$ cat src/rtl/rbc_pkg.sv
package rbc_pkg;
  localparam int unsigned CHK_W   = 16;
  localparam int unsigned BYTE_W  = 8;
  localparam logic [CHK_W-1:0] CHK_MASK = 16'hA001;
endpackage

$ cat src/rtl/rbc_crc_step.sv
module rbc_crc_step #(
  parameter int unsigned CHK_W  = 16,
  parameter int unsigned DATA_W = 8,
  parameter logic [CHK_W-1:0] MASK = 16'hA001
) (
  input  logic [CHK_W-1:0]  seed,
  input  logic [DATA_W-1:0] data,
  output logic [CHK_W-1:0]  result
);
  logic [CHK_W-1:0] stage [0:DATA_W];

  assign stage[0] = seed;

  genvar gi;
  generate
    for (gi = 0; gi < DATA_W; gi++) begin : g_bit
      logic fb;
      assign fb = stage[gi][0] ^ data[gi];
      assign stage[gi+1] = (stage[gi] >> 1) ^ (fb ? MASK : {CHK_W{1'b0}});
    end
  endgenerate

  assign result = stage[DATA_W];
endmodule

$ cat src/rtl/rbc_defer_core.sv
module rbc_defer_core #(
  parameter int unsigned CHK_W = 16
) (
  input  logic             clk,
  input  logic             rst_n,
  input  logic             restart,
  input  logic             byte_vld,
  input  logic             keep,
  input  logic [CHK_W-1:0] spec_calc,
  output logic [CHK_W-1:0] commit_nxt,
  output logic [CHK_W-1:0] commit_q,
  output logic             any_incl_q
);
  logic [CHK_W-1:0] spec_q, spec_nxt;
  logic             pend_q, pend_nxt;
  logic             any_incl_nxt;
  logic             include_now;
  logic             upd_en;

  assign upd_en      = restart | byte_vld;
  assign include_now = byte_vld & ~restart & pend_q & keep;

  always_comb begin
    commit_nxt   = commit_q;
    any_incl_nxt = any_incl_q;
    pend_nxt     = pend_q;
    spec_nxt     = spec_q;
    if (restart) begin
      commit_nxt   = {CHK_W{1'b0}};
      any_incl_nxt = 1'b0;
      pend_nxt     = byte_vld;
      spec_nxt     = byte_vld ? spec_calc : {CHK_W{1'b0}};
    end else if (byte_vld) begin
      if (include_now) begin
        commit_nxt   = spec_q;
        any_incl_nxt = 1'b1;
      end
      pend_nxt = 1'b1;
      spec_nxt = spec_calc;
    end
  end

  always_ff @(posedge clk or negedge rst_n) begin
    if (!rst_n) begin
      commit_q   <= {CHK_W{1'b0}};
      spec_q     <= {CHK_W{1'b0}};
      pend_q     <= 1'b0;
      any_incl_q <= 1'b0;
    end else if (upd_en) begin
      commit_q   <= commit_nxt;
      spec_q     <= spec_nxt;
      pend_q     <= pend_nxt;
      any_incl_q <= any_incl_nxt;
    end
  end
endmodule

$ cat src/rtl/rbc_good_flag.sv
module rbc_good_flag #(
  parameter int unsigned CHK_W = 16
) (
  input  logic [CHK_W-1:0] commit_q,
  input  logic             any_incl_q,
  output logic             good
);
  assign good = any_incl_q & (commit_q == {CHK_W{1'b0}});
endmodule

$ cat src/rtl/deferred_check_rx.sv
module deferred_check_rx
  import rbc_pkg::*;
#(
  parameter int unsigned CHECK_W = CHK_W,
  parameter int unsigned DATA_W  = BYTE_W,
  parameter logic [CHECK_W-1:0] MASK = CHK_MASK
) (
  input  logic               clk,
  input  logic               rst_n,
  input  logic               restart,
  input  logic               byte_vld,
  input  logic [DATA_W-1:0]  byte_data,
  input  logic               keep,
  output logic [CHECK_W-1:0] check_value,
  output logic               block_good
);
  logic [CHECK_W-1:0] commit_nxt;
  logic [CHECK_W-1:0] commit_q;
  logic [CHECK_W-1:0] spec_calc;
  logic               any_incl_q;

  rbc_crc_step #(.CHK_W(CHECK_W), .DATA_W(DATA_W), .MASK(MASK)) u_step (
    .seed   (commit_nxt),
    .data   (byte_data),
    .result (spec_calc)
  );

  rbc_defer_core #(.CHK_W(CHECK_W)) u_core (
    .clk        (clk),
    .rst_n      (rst_n),
    .restart    (restart),
    .byte_vld   (byte_vld),
    .keep       (keep),
    .spec_calc  (spec_calc),
    .commit_nxt (commit_nxt),
    .commit_q   (commit_q),
    .any_incl_q (any_incl_q)
  );

  rbc_good_flag #(.CHK_W(CHECK_W)) u_good (
    .commit_q   (commit_q),
    .any_incl_q (any_incl_q),
    .good       (block_good)
  );

  assign check_value = commit_q;
endmodule

$ cat config.mk
export PLATFORM = sky130hd
export DESIGN_NAME = deferred_check_rx
export DESIGN_NICKNAME = d
export VERILOG_FILES = /design/src/rtl/rbc_pkg.sv /design/src/rtl/rbc_crc_step.sv /design/src/rtl/rbc_defer_core.sv /design/src/rtl/rbc_good_flag.sv /design/src/rtl/deferred_check_rx.sv
export SDC_FILE = /design/constraint.sdc
export NUM_CORES = 1
export LEC_CHECK = 0
export ABC_AREA = 1
export BUFFER_PORTS_ARGS = -buffer_cell sky130_fd_sc_hd__buf_2
export CAP_MARGIN = 15
export CORE_ASPECT_RATIO = 0.75
export CORE_MARGIN = 3
export CORE_UTILIZATION = 35
export CTS_CLUSTER_DIAMETER = 100
export DETAILED_ROUTE_END_ITERATION = 8
export SLEW_MARGIN = 20
export SYNTH_ARGS = -nofsm -noshare
export SYNTH_HDL_FRONTEND = slang
export SYNTH_HIERARCHICAL = 1
export SYNTH_SLANG_ARGS = --single-unit
$ cat constraint.sdc
create_clock -name clk -period 3 [get_ports clk]
set_input_delay 0.75 -clock clk [delete_from_list [all_inputs] [get_ports clk]]
set_output_delay 0.75 -clock clk [all_outputs]
set_load 0.02 [all_outputs]
Word level (Yosys, flattened, before mapping):

Cells that the tools add are included.

* muxes and demuxes: 19
* bitwise operators: 22
* reductions and logical operators: 5

Operators with widths (count)
* two-way mux 16 bit: 14
* bitwise XOR 15 x 16 -> 16 bit: 8
* logical NOT 16 bit: 1
* bitwise XOR 1 bit: 8
* two-way mux 1 bit: 5
* bitwise AND 1 bit: 4
* nonzero test 2 bit: 2
* AND reduction 3 bit: 1
* AND reduction 2 bit: 1
* NOT 1 bit: 1
* OR 1 bit: 1

* register bits: 34
* input port bits: 13
* output and inout bits: 17
* logic and storage cells: 50

Logic depth before layout (Yosys ltp):

Gate-level depths: netlist of run 1.

* depth in word-level cells: 33
* depth in mapped cells: 24
* depth with buffers taken out: 23

Hierarchy:

Netlist of run 1, hierarchy kept.

By module, submodules not included
* rbc_defer_core: instances 1, cells an instance 197, area an instance 1586.5 um2, sequential area each 850.8 um2
* rbc_crc_step: instances 1, cells an instance 76, area an instance 585.6 um2, sequential area each 0.0 um2
* rbc_good_flag: instances 1, cells an instance 14, area an instance 57.6 um2, sequential area each 0.0 um2

Worst setup path after synthesis of run 1:

OpenSTA, ideal clock, no wires.

* path type: input to register
* start: in restart
* end: reg u_core.spec_q[15]
* setup time: 0.118 ns
* arrival time: 2.538 ns
* data required time: 2.882 ns
* setup slack: 0.344 ns
* stages on the path: 22
* path buffers: 2
* cell sequence: buf_6 nor2_8 nand2_4 nand2_1 nand2_1 inv_1 nand2_1 nand2_2 nand2_2 nand2_4 nand2_4 nand3_1 nand3_2 nand2_2 nand2_2 nand3_4 nand2_4 nand2_2 nand2_1 buf_4 nand2_1 nand2_1

* cells in the longest elaborated chain, start to end: 33
* elaborated cells between the ends (all ways): 37
* classes of those cells: mux (14); bitwise (21); reduce/logical (2)

Ends and longest elaborated chain
* start: declaration: RTL line deferred_check_rx.sv:10 `input logic restart,`
* NOT 1 bit: RTL line rbc_defer_core.sv:21 `assign include_now = byte_vld & ~restart & pend_q & keep;`
* bitwise AND 1 bit (3 in a row): RTL line rbc_defer_core.sv:21
* two-way mux 16 bit: RTL line rbc_defer_core.sv:34 `if (include_now) begin`
* two-way mux 16 bit: RTL line rbc_defer_core.sv:33 `end else if (byte_vld) begin`
* two-way mux 16 bit *: RTL line rbc_defer_core.sv:28 `if (restart) begin`
* named net commit_nxt[0]: RTL line deferred_check_rx.sv:17 `logic [CHECK_W-1:0] commit_nxt;`
* bitwise XOR 1 bit *: RTL line rbc_crc_step.sv:18 `assign fb = stage[gi][0] ^ data[gi];`
* two-way mux 16 bit *: RTL line rbc_crc_step.sv:19 `assign stage[gi+1] = (stage[gi] >> 1) ^ (fb ? MASK : {CHK_W{1'b0}});`
* [... 18 more ...]
* bitwise XOR 15 x 16 -> 16 bit *: RTL line rbc_crc_step.sv:19
* bitwise XOR 1 bit *: RTL line rbc_crc_step.sv:18
* named net u_step.g_bit[7].fb: RTL line rbc_crc_step.sv:17 `logic fb;`
* two-way mux 16 bit *: RTL line rbc_crc_step.sv:19
* bitwise XOR 15 x 16 -> 16 bit *: RTL line rbc_crc_step.sv:19
* named net spec_calc[15]: RTL line deferred_check_rx.sv:19 `logic [CHECK_W-1:0] spec_calc;`
* two-way mux 16 bit (on tied branches): RTL line rbc_defer_core.sv:33, rbc_defer_core.sv:32
* two-way mux 16 bit *: RTL line rbc_defer_core.sv:28
* end signal: assignment: RTL line rbc_defer_core.sv:46 `spec_q <= {CHK_W{1'b0}};`
* end signal: assignment: RTL line rbc_defer_core.sv:51 `spec_q <= spec_nxt;`
* end: declaration: RTL line rbc_defer_core.sv:14 `logic [CHK_W-1:0] spec_q, spec_nxt;`

Mark *: on every way through the listed nets, which the timed path passes. The rest lies on a longest branch. The select of a mux whose other input is x is not followed.
A chain may end at the register's enable or synchronous reset.

Worst setup path in the final report of run 1:

* start: in restart
* end: reg u_core.spec_q[0]

* cells in the longest elaborated chain, start to end: 33
* elaborated cells between the ends (all ways): 37
* classes of those cells: mux (14); bitwise (21); reduce/logical (2)

Ends and longest elaborated chain (RTL line)
* NOT 1 bit: rbc_defer_core.sv:21
* bitwise AND 1 bit (3 in a row): rbc_defer_core.sv:21
* two-way mux 16 bit: rbc_defer_core.sv:34
* two-way mux 16 bit: rbc_defer_core.sv:33
* two-way mux 16 bit *: rbc_defer_core.sv:28
* named net commit_nxt[0]: deferred_check_rx.sv:17
* bitwise XOR 1 bit *: rbc_crc_step.sv:18
* two-way mux 16 bit *: rbc_crc_step.sv:19
* [... 17 more ...]
* two-way mux 16 bit *: rbc_crc_step.sv:19
* bitwise XOR 15 x 16 -> 16 bit *: rbc_crc_step.sv:19
* bitwise XOR 1 bit *: rbc_crc_step.sv:18
* two-way mux 16 bit *: rbc_crc_step.sv:19
* bitwise XOR 15 x 16 -> 16 bit *: rbc_crc_step.sv:19
* named net spec_calc[0]: deferred_check_rx.sv:19
* two-way mux 16 bit (on tied branches): rbc_defer_core.sv:33, rbc_defer_core.sv:32
* two-way mux 16 bit *: rbc_defer_core.sv:28

Marked as above.

==> results of run 1 <==
## tightest hold or removal path, cell delays in order, from the launching register on
cell and delay, ns:
dfrtp_1 0.36, nand2_1 0.06, nand2_1 0.05
## area by class of cell
class	instances	area (sq um)	area share
multi-input combinational	204	1130	0.454
tap	78	97.6	0.0390
sequential	34	851	0.340
inverter	33	126	0.0505
clock inverter	3	40.0	0.0160
clock buffer	5	68.8	0.0275
timing repair buffer	34	183	0.0730
## final timing paths
check / from / slack [ns] / end
max: restart / 0.38 / u_core/spec_q[0]
min: u_core/any_incl_q / 0.50 / u_core/any_incl_q
max reg2reg: u_core/pend_q / 0.62 / u_core/spec_q[0]
min reg2reg: u_core/any_incl_q / 0.50 / u_core/any_incl_q
max in group asynchronous: rst_n / 1.99 / u_core/commit_q[11]
min in group asynchronous: rst_n / 0.53 / u_core/commit_q[8]
## flip-flops by register name, summed over array words and instances (netlist names)
signal             flops
u_core/commit_q       16
u_core/spec_q         16
u_core/any_incl_q      1
u_core/pend_q          1
## metal layers
| layer | vias up | wire [microns] | GRT usage | part of all wire |
|---|---|---|---|---|
| met4 | 0 | 42 | 0.0318 | 0.0088 |
| met5 | - | 0 | 0 | 0 |
| li1 | 918 | - | - | - |
| met2 | 47 | 1890 | 0.204 | 0.39 |
| met1 | 794 | 2570 | 0.215 | 0.54 |
| met3 | 7 | 298 | 0.0361 | 0.062 |
## cell families (layout without fill, tap and decap cells)
group	after synthesis	after routing	synth area share
simple gates	189	189	0.411
buf+inv	49	75	0.109
flops	34	34	0.382
xor+xnor	14	14	0.0954
compound gates	1	1	0.00224
## through the flow
step / power [mW] / worst slack [ns]
finish: 1.21 / 0.376
global route: 1.29 / 0.125
CTS: 1.22 / 0.381
detailed placement: 0.800 / 0.0762
global placement: 0.799 / 0.163
floorplan: 0.742 / 0.344
## power groups by stage
stage	logic [mW]	registers (mW)	clock network (mW)
finish	0.266	0.524	0.417
detailed placement	0.269	0.532	0
global route	0.301	0.528	0.455
global placement	0.266	0.533	0
floorplan	0.206	0.536	0
CTS	0.269	0.523	0.423
## cell usage in the layout (no fill, tap or decap), drive strengths merged
master and n:
nand2 114, nand3 48, dfrtp 34, buf 34
inv 32, nor2 26, xor2 9, clkbuf 5
xnor2 5, clkinv 3, bufinv 1, o21ai 1
nor3b 1
==> metrics.cfg, run 1 <==
[floorplan]
chipHeight_microns=75.1
boundaryPins=30
chipWidth_microns=98.2
dieArea_sq_um=7370
start_util=0.373
coreArea_sq_um=5980
num_rows=24

[worst_setup_path]
cp.depth=23
path_delay_family=simple AND/OR/NAND/NOR gates
critical_path.max_stage_delay_ns=0.18
cp-end-kind=flip-flop
required_ns=3.18
criticalPathCategory=in -> reg
cp-start-kind=primary input
worst-path-buf-inv=2
critPathMaxFanout=8
cpMostUsedCell=nand2_1
reg2reg_depth=23
cp.arrival_ns=2.80
path_cells=buf_2 > nor2_8 > nand2_4 > nand2_1 > nand2_1 > inv_1 > nand2_1 > nand2_2 > nand2_2 > nand2_4 > nand2_4 > nand2_4 > nand2_1 > nand3_2 > nand2_2 > nand2_2 > nand3_4 > nand2_4 > nand2_1 > nand3_1 > nand2_1 > nand2_1 > nand2_1
cp_slowest_cell=nor2_8

[detailed_routing]
first_pass_iters=4
avgViaCountPerCell=4.52
drtAntennaViolNets=0
vias=1766
wl_per_cell_microns=12.3
drcViolationCount=0
drt_iter0_drc=111
totalWireLength_microns=4800

[clock_network]
cts_hold_buf=0
cts_tree=built
worst_skew_pair.late_latency_ns=0.30
cts.sinks=34
cts_resized=0
cts.root.buffer_cell=clkbuf_8
cts.path.max_buffers=2
cts_setup_buffers=0
htreeDepth=2
clk_pin_slew_ns=0.07
numCtsBuffers=5

[logic_synthesis]
ys.flop_type=dfrtp_1
ys_seq_elements=34
synth-async-reset-ratio=1.00
yosys_warnings=6
synth_top_area_frac=0.382
yosys-top-cells-count=nand2_1, nand3_1, dfrtp_1
synthTopCellsByArea=dfrtp_1, nand2_1, nand3_1
synth.largest_area_cell=dfrtp_1
syn-mean-instance-area_sq_um=7.77
yosysMostFrequentCell=nand2_1
synth_edf_count=0
yosysUniqueCellTypes=23
yosysSeqAreaShare=0.382
syn_area_sq_um=2230
syn_nets=300
synthCells=287

[final_layout]
final_cell_area_sq_um=2500
nets=325
diodes=0
num-fill-cells=606
areaGrowthSynthToFinish_pct=12.2
final_util=0.419
layout.cells.non_filler=391
drive_gt1_frac=0.256

[sta]
maxSlewViolCount=0
min_period_ns=2.62
hold-worst-slack_ns=0.499
relSlewSlack=0.490
skew_ns=0.0105
min_period_over_period=0.875
final-setup-viol-count=0
hold_viol_final=0
fmax_ghz=0.381
fin_setup_tns_ns=0
worst_pin_slew_ns=0.765
rsz0062_at_grt=false

[power_and_ir_drop]
power_frac_seq=0.434
p_int_mw=0.839
peakVddDrop_mv=0.189
combPwrFrac=0.221
p_leak_nw=1.47
clockPowerShare=0.345
switchingPower_mw=0.368
p_per_area_nw_per_um2=482
p_sw_frac=0.305

[global_route]
grt_pass1_vias=1648
grt_use_total=0.142
grt_max_degree=35
grt_overflow_total=0
grt_first_pass_wirelength_microns=8180
grt_antenna_before_repair=0

[placement]
dp_cells=383
portBuffers=29
place_area_sq_um=2390
gp_congestion=0.892
hpwl_microns=3740

[hold_path]
hold_depth=2
min_path_type=reg -> reg

[flow_run]
max_cap_viol_count=0

[status]
status=completed

Power figures use the tool's default switching activity.
==> inputs of run 2 (changes only) <==
==> constraint.sdc (replaced) <==
create_clock -name clk -period 2.95 [get_ports clk]
set_input_delay 0.7375 -clock clk [delete_from_list [all_inputs] [get_ports clk]]
set_output_delay 0.7375 -clock clk [all_outputs]
set_load 0.02 [all_outputs]
==> run 2 against run 1 <==
Net effect: critical path type unchanged; non-clock buffer count is the same; cell area is the same; flip-flop and latch count stayed put; critical endpoint unchanged; utilization unchanged; die area is the same.
==> metrics.cfg, run 2 (same netlist as run 1, synthesis figures left out) <==
[hold_path]
holdCritStartpoint=u_core/any_incl_q
min_path_type=reg -> reg
min_to=u_core/any_incl_q
hold_depth=2  ; unchanged

[clock_network]
numCtsBuffers=5  ; unchanged
cts.root.buffer_cell=clkbuf_8
worst_skew_pair.late_latency_ns=0.29  ; about the same
cts_hold_buf=0  ; unchanged
cts_tree=built
clk_pin_slew_ns=0.07  ; about the same
htreeDepth=2  ; unchanged
cts.sinks=34  ; unchanged
cts_resized=0  ; unchanged
cts_setup_buffers=0  ; unchanged
cts.path.max_buffers=2  ; unchanged

[sta]
hold-worst-slack_ns=0.484  ; -0.0145 ns
maxSlewViolCount=0  ; unchanged
fmax_ghz=0.382
relSlewSlack=0.490  ; -0.000505
worst_pin_slew_ns=0.765  ; +0.000757 ns
fin_setup_tns_ns=0  ; unchanged
skew_ns=0.00691  ; -0.00364 ns
hold_viol_final=0  ; unchanged
min_period_over_period=0.886
layout_setup_ws_ns=0.335  ; -0.0411 ns
min_period_ns=2.62
rsz0062_at_grt=false
final-setup-viol-count=0  ; unchanged

[detailed_routing]
first_pass_iters=4  ; unchanged
drtAntennaViolNets=0  ; unchanged
drt_iter0_drc=87  ; -22%
drcViolationCount=0  ; unchanged
avgViaCountPerCell=4.49  ; -0.62%
totalWireLength_microns=4810  ; +0.10%
vias=1755  ; -0.62%
wl_per_cell_microns=12.3  ; +0.10%

[worst_setup_path]
cp-start-kind=primary input
required_ns=3.12  ; -0.06 ns
worstReg2RegEnd=u_core/spec_q[0]
regToRegSetupSlack_ns=0.55  ; -0.07 ns
reg2reg_depth=22  ; -4.3%
cp.arrival_ns=2.79  ; about the same
cp-end-kind=flip-flop
worst-path-buf-inv=2  ; unchanged
criticalPathCategory=in -> reg
cp_slowest_cell=nor2_8
cp.depth=21  ; -8.7%
critical_path.max_stage_delay_ns=0.18  ; about the same
path_delay_family=simple AND/OR/NAND/NOR gates
cpMostUsedCell=nand2_1
r2r_start=u_core/pend_q
critPathMaxFanout=8  ; unchanged
path_cells=buf_2 > nor2_8 > nand2_4 > nand2_1 > nand2_1 > inv_1 > nand2_1 > nand2_2 > nand2_2 > nand2_4 > nand2_4 > nand3_1 > nand3_2 > nand2_2 > nand2_2 > nand3_4 > nand3_1 > nand3_1 > nand2_1 > nand2_1 > nand2_1

[power_and_ir_drop]
clockPowerShare=0.343  ; -0.002
p_per_area_nw_per_um2=488  ; +1.2%
p_int_mw=0.853  ; +1.7%
combPwrFrac=0.221  ; about the same
p_sw_frac=0.302  ; -0.00327
peakVddDrop_mv=0.189  ; about the same
p_total_mw=1.22  ; +1.2%
p_leak_nw=1.47  ; unchanged
power_frac_seq=0.436  ; +0.002
switchingPower_mw=0.368  ; +0.14%

[final_layout]
areaGrowthSynthToFinish_pct=12.2  ; unchanged
layout_commonest_cell=nand2_1
diodes=0  ; unchanged
nets=325  ; unchanged
drive_gt1_frac=0.256  ; unchanged
top_regs=u_core/commit_q (16), u_core/spec_q (16)
layout.cells.most_common_list=nand2_1, nand3_1, dfrtp_1
final_cell_area_sq_um=2500  ; unchanged

[placement]
portBuffers=29  ; unchanged
place_area_sq_um=2390  ; unchanged
gp_congestion=0.893  ; +0.16%
place_ws_ns=0.0376  ; -0.0386 ns
hpwl_microns=3750  ; +0.44%

[status]
status=completed

[flow_run]
max_cap_viol_count=0  ; unchanged

[global_route]
grt_use_total=0.140  ; -0.00195
grt_overflow_total=0  ; unchanged
grt_antenna_before_repair=0  ; unchanged
grt_first_pass_wirelength_microns=7990  ; -2.3%
grt_max_degree=35  ; unchanged
grt_pass1_vias=1623  ; -1.5%

[floorplan]
boundaryPins=30  ; unchanged
chipHeight_microns=75.1  ; unchanged
chipWidth_microns=98.2  ; unchanged
coreArea_sq_um=5980  ; unchanged
dieArea_sq_um=7370  ; unchanged
num_rows=24  ; unchanged
start_util=0.373  ; unchanged

==> run 2: cell counts in the layout (fill, tap and decap cells not counted) <==
No cell type changed its count.
==> run 2: layout make-up <==
cell class,instances,area [sq um]
Inverter,33,126
Tap cell,78,97.6
Sequential cell,34,851
Fill cell,593,3470
Clock inverter,3,40.0
Multi-Input combinational cell,204,1130
Clock buffer,5,68.8
Timing Repair Buffer,34,183
==> run 2: worst max path at each step <==
stage / from / endpoint / slack, ns
2_1_floorplan: restart / u_core/spec_q[15] / 0.31
3_3_place_gp: restart / u_core/spec_q[13] / 0.12
3_5_place_dp: restart / u_core/spec_q[13] / 0.04
4_1_cts: restart / u_core/spec_q[0] / 0.34
5_1_grt: restart / u_core/spec_q[0] / 0.07
6_report: restart / u_core/spec_q[0] / 0.33
==> run 2: metrics by stage <==
step                utilization  instances
global placement          0.400        383
detailed placement        0.400        383
global route              0.419        391
floorplan                     -        287
CTS                       0.419        391
finish                    0.419        391
==> run 2: tightest hold or removal path, cell delays in order (launching register included) <==
cell	delay (ns)
dfrtp_1	0.35
nand2_1	0.05
nand2_1	0.05
==> run 2: per-layer routing <==
metal / vias to the layer above / GRT usage / wire [microns]
li1: 915 / - / -
met1: 783 / 0.210 / 2490
met2: 52 / 0.206 / 1970
met3: 5 / 0.0250 / 302
met4: 0 / 0.0455 / 42
met5: - / 0 / 0
==> run 2: power groups by stage <==
| stage | clock (mW) | combinational, mW | sequential [mW] |
|---|---|---|---|
| global route | 0.453 | 0.306 | 0.537 |
| CTS | 0.431 | 0.274 | 0.532 |
| global placement | 0 | 0.270 | 0.542 |
| detailed placement | 0 | 0.273 | 0.541 |
| floorplan | 0 | 0.210 | 0.545 |
| finish | 0.419 | 0.270 | 0.533 |
